<file path="src/rtl/pss_pkg.sv">
package pss_pkg;

  typedef enum logic [2:0] {
    PG_RELEASE = 3'b000,
    PG_WEAK    = 3'b001,
    PG_MED     = 3'b010,
    PG_STRONG  = 3'b011,
    PG_UNDEF   = 3'b100
  } pg_code_e;

  typedef enum logic [2:0] {
    ST_POR, ST_OFF, ST_RAMP, ST_RUN, ST_HALT
  } seq_state_e;

  typedef enum logic [1:0] {
    FC_NONE, FC_UV, FC_OV, FC_OC
  } fault_cls_e;

  // status pin selection from sequencer state and latched class
  function automatic pg_code_e pg_encode(seq_state_e st, fault_cls_e cls);
    pg_code_e r;
    if (st == ST_POR)          r = PG_UNDEF;
    else if (cls == FC_OC)     r = PG_STRONG;
    else if (cls == FC_OV)     r = PG_MED;
    else if (cls == FC_UV)     r = PG_WEAK;
    else if (st == ST_RUN)     r = PG_RELEASE;
    else                       r = PG_WEAK;
    return r;
  endfunction

  // simultaneous new faults: overcurrent over overvoltage over undervoltage
  function automatic fault_cls_e fault_pick(logic uv, logic ov, logic oc);
    fault_cls_e r;
    if (oc)      r = FC_OC;
    else if (ov) r = FC_OV;
    else if (uv) r = FC_UV;
    else         r = FC_NONE;
    return r;
  endfunction

endpackage

</file>
<file path="src/rtl/pss_ramp_timer.sv">
module pss_ramp_timer #(
  parameter int RAMP_W       = 6,
  parameter int STEP_CYC     = 4,
  parameter int PG_DELAY_CYC = 460
) (
  input  logic              clk,
  input  logic              rst_n,
  input  logic              clear_i,
  input  logic              advance_i,
  output logic [RAMP_W-1:0] ramp_q_o,
  output logic              pg_done_o
);
  localparam int STEP_W = (STEP_CYC > 1) ? $clog2(STEP_CYC) : 1;
  localparam int PG_W   = (PG_DELAY_CYC > 1) ? $clog2(PG_DELAY_CYC) : 1;
  localparam logic [STEP_W-1:0] STEP_LAST = STEP_W'(STEP_CYC - 1);
  localparam logic [PG_W-1:0]   PG_LAST   = PG_W'(PG_DELAY_CYC - 1);

  logic [STEP_W-1:0] step_cnt;
  logic [PG_W-1:0]   pg_cnt;
  logic              step_wrap;
  logic              ramp_full;

  assign step_wrap = (step_cnt == STEP_LAST);
  assign ramp_full = &ramp_q_o;
  assign pg_done_o = advance_i && (pg_cnt == PG_LAST);

  always_ff @(posedge clk or negedge rst_n) begin
    if (!rst_n) begin
      step_cnt <= '0;
      ramp_q_o <= '0;
      pg_cnt   <= '0;
    end else if (clear_i) begin
      step_cnt <= '0;
      ramp_q_o <= '0;
      pg_cnt   <= '0;
    end else if (advance_i) begin
      step_cnt <= step_wrap ? '0 : step_cnt + 1'b1;
      if (step_wrap && !ramp_full) ramp_q_o <= ramp_q_o + 1'b1;
      if (pg_cnt != PG_LAST)       pg_cnt   <= pg_cnt + 1'b1;
    end
  end
endmodule

</file>
<file path="src/rtl/pss_fault_latch.sv">
module pss_fault_latch import pss_pkg::*; (
  input  logic       clk,
  input  logic       rst_n,
  input  logic       por_ok_i,
  input  logic       en_i,
  input  logic       watch_uv_i,
  input  logic       watch_any_i,
  input  logic       uv_i,
  input  logic       ov_i,
  input  logic       oc_i,
  output fault_cls_e cls_o,
  output logic       set_o
);
  fault_cls_e cand;

  always_comb begin
    cand  = fault_pick(uv_i && watch_uv_i, ov_i && watch_any_i, oc_i && watch_any_i);
    set_o = (cls_o == FC_NONE) && (cand != FC_NONE);
  end

  always_ff @(posedge clk or negedge rst_n) begin
    if (!rst_n)                                          cls_o <= FC_NONE;
    else if (!por_ok_i)                                  cls_o <= FC_NONE;
    else if (!en_i && (cls_o == FC_UV || cls_o == FC_OC)) cls_o <= FC_NONE;
    else if (set_o)                                      cls_o <= cand;
  end
endmodule

</file>
<file path="src/rtl/pss_lowside_follow.sv">
module pss_lowside_follow (
  input  logic clk,
  input  logic rst_n,
  input  logic por_ok_i,
  input  logic above_hi_i,
  input  logic below_lo_i,
  output logic lg_state_o
);
  always_ff @(posedge clk or negedge rst_n) begin
    if (!rst_n)          lg_state_o <= 1'b0;
    else if (!por_ok_i)  lg_state_o <= 1'b0;
    else if (above_hi_i) lg_state_o <= 1'b1;
    else if (below_lo_i) lg_state_o <= 1'b0;
  end
endmodule

</file>
<file path="src/rtl/pwr_seq_supervisor.sv">
module pwr_seq_supervisor import pss_pkg::*; #(
  parameter int RAMP_W       = 6,
  parameter int STEP_CYC     = 4,
  parameter int PG_DELAY_CYC = 460
) (
  input  logic              clk,
  input  logic              rst_n,
  input  logic              en_i,
  input  logic              por_ok_i,
  input  logic              uv_i,
  input  logic              ov_hi_i,
  input  logic              ov_lo_i,
  input  logic              oc_i,
  input  logic              sc_i,
  input  logic              ot_i,
  output logic [RAMP_W-1:0] ramp_code_o,
  output logic              pwm_en_o,
  output logic              gate_low_o,
  output logic              lg_on_o,
  output logic [2:0]        pg_code_o
);
  seq_state_e        st_q, st_d;
  fault_cls_e        fault_cls;
  logic              fault_set;
  logic              active;
  logic              pg_done;
  logic              ot_act;
  logic              lg_state;
  logic [RAMP_W-1:0] ramp_q;

  assign active = (st_q == ST_RAMP) || (st_q == ST_RUN);

  pss_ramp_timer #(
    .RAMP_W(RAMP_W), .STEP_CYC(STEP_CYC), .PG_DELAY_CYC(PG_DELAY_CYC)
  ) u_ramp (
    .clk(clk), .rst_n(rst_n),
    .clear_i(!active), .advance_i(active && !ot_act),
    .ramp_q_o(ramp_q), .pg_done_o(pg_done)
  );

  pss_fault_latch u_fault (
    .clk(clk), .rst_n(rst_n), .por_ok_i(por_ok_i), .en_i(en_i),
    .watch_uv_i((st_q == ST_RUN) && en_i), .watch_any_i(active && en_i),
    .uv_i(uv_i), .ov_i(ov_hi_i), .oc_i(oc_i || sc_i),
    .cls_o(fault_cls), .set_o(fault_set)
  );

  pss_lowside_follow u_lg (
    .clk(clk), .rst_n(rst_n), .por_ok_i(por_ok_i),
    .above_hi_i(ov_hi_i), .below_lo_i(ov_lo_i), .lg_state_o(lg_state)
  );

  always_comb begin
    st_d = st_q;
    if (!por_ok_i) st_d = ST_POR;
    else begin
      case (st_q)
        ST_POR:  st_d = ST_OFF;
        ST_OFF:  if (en_i && fault_cls == FC_NONE) st_d = ST_RAMP;
        ST_RAMP: if (!en_i) st_d = ST_OFF;
                 else if (fault_set) st_d = ST_HALT;
                 else if (pg_done) st_d = ST_RUN;
        ST_RUN:  if (!en_i) st_d = ST_OFF;
                 else if (fault_set) st_d = ST_HALT;
        ST_HALT: if (!en_i && fault_cls != FC_OV) st_d = ST_OFF;
        default: st_d = ST_POR;
      endcase
    end
  end

  always_ff @(posedge clk or negedge rst_n) begin
    if (!rst_n) begin
      st_q   <= ST_POR;
      ot_act <= 1'b0;
    end else begin
      st_q   <= st_d;
      ot_act <= por_ok_i && en_i && active && ot_i;
    end
  end

  assign ramp_code_o = active ? ramp_q : '0;
  assign pwm_en_o    = en_i && active && !ot_act;
  assign gate_low_o  = ot_act;
  assign lg_on_o     = (fault_cls == FC_OV) && lg_state && !ot_act;
  assign pg_code_o   = pg_encode(st_q, fault_cls);
endmodule

</file>
<file path="config.mk">
export PLATFORM = sky130hd
export DESIGN_NAME = pwr_seq_supervisor
export DESIGN_NICKNAME = d
export VERILOG_FILES = /design/src/rtl/pss_pkg.sv /design/src/rtl/pss_ramp_timer.sv /design/src/rtl/pss_fault_latch.sv /design/src/rtl/pss_lowside_follow.sv /design/src/rtl/pwr_seq_supervisor.sv
export SDC_FILE = /design/constraint.sdc
export NUM_CORES = 1
export LEC_CHECK = 0
export BUFFER_PORTS_ARGS = -buffer_cell sky130_fd_sc_hd__buf_2
export CAP_MARGIN = 20
export CORE_MARGIN = 5
export CORE_UTILIZATION = 60
export CTS_CLUSTER_DIAMETER = 100
export CTS_CLUSTER_SIZE = 20
export DETAILED_ROUTE_END_ITERATION = 10
export PLACE_DENSITY = 0.84
export SLEW_MARGIN = 20
export SYNTH_ARGS = -nofsm -noshare
export SYNTH_HDL_FRONTEND = slang
export SYNTH_SLANG_ARGS = --single-unit
</file>
<file path="constraint.sdc">
create_clock -name clk -period 4.9 [get_ports clk]
set_input_delay 0.49 -clock clk [delete_from_list [all_inputs] [get_ports clk]]
set_output_delay 0.49 -clock clk [all_outputs]
set_load 0.05 [all_outputs]
</file>
==> flow_metrics.tcl <==
set metrics [dict create \
    routedWlPerCell_um 14.75 \
    grtUsageTotal_pct 19.02 \
    synth_top_area_cell "dfrtp_1" \
    ant_nets 0 \
    first_global_vias 1133 \
    gp_congestion 0.8739 \
    root_buffer "clkbuf_4" \
    fin_nets 188 \
    cp-end-kind "output port" \
    clkSlewWorstSetupHoldPaths_ns 0.13 \
    die_y_um 58.82 \
    insertion_delay_ns 0.31 \
    mostFrequentLayoutCells "nor2_1, dfrtp_1, buf_2, nand2_1, o21ai_0" \
    std_cell_rows 17 \
    syn_area_um2 1430 \
    timing.final.ws_setup_ns 2.739 \
    layout_commonest_cell "nor2_1" \
    ys_async_sr_fraction_pct 100.0 \
    hold_buffers 0 \
    antenna_found_initial 0 \
    yosysWarnings 0 \
    fin_setup_tns_ns 0 \
    yosys-top-cells-area "dfrtp_1, nor2_1, xor2_1" \
    dp_slack_ns 2.957 \
    route.detailed.drc 0 \
    finalWirelength_mm 2.979 \
    startpoint_type "flop" \
    io_buffers 21 \
    synth_top_area_share_pct 41.99 \
    synth_edf_count 0 \
    io_pins 22 \
    clock.fmax_mhz 462.8 \
    htreeDepth 1 \
    hpwl_mm 2.202 \
    clock-sinks 24 \
    fp.dieW_um 58.82 \
    period_needed_ns 2.161 \
    fillers 176 \
    syn2layout_area_growth_pct 8.924 \
    status "finished clean" \
    drt_iter0_drc 37 \
    drt_pre_antenna_iters 4 \
    final_hold_viol_count 0 \
    irDropWorstVdd_mv 0.4157 \
    avgSynthCellArea_um2 9.167 \
    postCtsResizedCells 0 \
    syn_inst 156 \
    postCtsSetupBuffers 0 \
    vias_per_cell 5.847 \
    setup_viol 0 \
    hp-class "primary input to async pin" \
    grt_pass1_wl_mm 5.057 \
    p_leak_nw 0.7218 \
    final_max_slew_viol_count 0 \
    drive_gt1_share_pct 20.69 \
    path_max_fanout 12 \
    drv_cap 0 \
    numCtsBuffers 3 \
    vias 1181 \
    arrival_ns 1.67 \
    grt_max_degree 25 \
    grt_setup_unrepaired "no" \
    coreArea_um2 2255 \
    cts_tree "yes" \
    antenna_cells 0 \
    relSlewSlack_pct 52.80 \
    worst_pin_slew_ns 0.7080 \
    min_period_over_period_pct 44.10 \
    cp.required_ns 4.41 \
    ys.flop_type "dfrtp_1" \
    skew_ns 0.002733 \
    critical_path_class "flop to output port" \
    ys_ff_latch 24 \
    overflow 0 \
    synth_fp_nets 169 \
    clockBufferDepth 2 \
    start_util_pct 63.43 \
    dieArea_um2 3460 \
    yosysSeqAreaShare_pct 41.99 \
    synth_cell_types 44 \
    power.density_nw_per_um2 382.7 \
]
layout make-up:
class	count	area, um^2	area share (%)
clock buffer	4	36.28	2.329
timing repair buffer	21	105.1	6.747
sequential	24	600.6	38.55
tap	28	35.03	2.249
multi-input combinational	121	765.7	49.16
inverter	4	15.01	0.9639
Yosys cell counts (all sizes together), types with 2 or more instances:
master / n
nand3: 3
o21ai: 8
nor2: 25
nand4b: 3
a31oi: 3
ha: 3
dfrtp: 24
and4: 2
xor2: 6
nand2: 12
inv: 4
xnor2: 4
o31ai: 2
o211ai: 2
a21oi: 5
nor3b: 2
buf: 3
and3: 2
nor2b: 5
or3: 3
mux2i: 3
clkbuf: 4
and2b: 2
nor3: 4
and2: 7
path summary, 6_finish.rpt:
check | startpoint | to | slack, ns | depth (start not counted)
max | st_q[2] | pwm_en_o | 2.74 | 4
min | rst_n | u_ramp.step_cnt[1] | 0.13 | 1
max reg2reg | st_q[2] | st_q[2] | 2.92 | 4
min reg2reg | u_ramp.pg_cnt[8] | u_ramp.pg_cnt[8] | 0.57 | 2
max in group asynchronous | rst_n | u_ramp.pg_cnt[6] | 4.42 | 1
min in group clk | ot_i | gate_low_o | 0.36 | 3
worst max-delay path: stages, from the launching register on:
cell     delay [ns]
dfrtp_1        0.51
and2b_2        0.33
nand2_1        0.13
nor2_1         0.11
buf_2          0.27
per-stage QoR:
stage | hold slack, ns | power [mW] | util (%) | instances | cell area, um^2
2_1_floorplan | 0.1944 | 0.4483 | - | 156 | 1430
3_5_place_dp | 0.4987 | 0.4891 | 67.48 | 198 | 1521
5_1_grt | 0.1522 | 0.6326 | 69.09 | 202 | 1558
6_report | 0.1276 | 0.5962 | 69.09 | 202 | 1558
4_1_cts | 0.1484 | 0.5929 | 69.09 | 202 | 1558
3_3_place_gp | 0.4892 | 0.4789 | 67.48 | 198 | 1521
power breakdown:
| part | switching, mW | internal, mW |
|---|---|---|
| combinational | 0.163 | 0.0769 |
| clock | 0.0593 | 0.0454 |
| sequential | 0.0328 | 0.219 |
flip-flops by register name, summed over array words and instances, names as in the netlist:
signal           count
u_ramp.pg_cnt        9
u_fault.cls_o        2
u_ramp.step_cnt      2
st_q                 3
u_ramp.ramp_q_o      6
gate_low_o           1
u_lg.lg_state_o      1
cell families (layout without fill, tap and decap cells):
kind of cell	count (synthesis)	count (layout)	synth area share, %
AND/OR/NAND/NOR	76	76	28.61
AO/OA/AOI/OAI	28	28	13.30
flip-flops	24	24	42.00
buffers and inverters	11	29	4.461
XOR/XNOR	10	10	6.124
multiplexers	4	4	2.887
adder cells (fa/ha/maj)	3	3	2.625
per-layer routing:
| layer | GRT usage (%) | vias to the layer above | routed length [um] |
|---|---|---|---|
| li1 | - | 578 | - |
| met1 | 24.58 | 552 | 1319 |
| met2 | 31.86 | 43 | 1461 |
| met3 | 2.632 | 8 | 144 |
| met4 | 7.767 | 0 | 54 |
| met5 | 0 | - | 0 |
No activity file was read; power rests on OpenSTA's default activity.
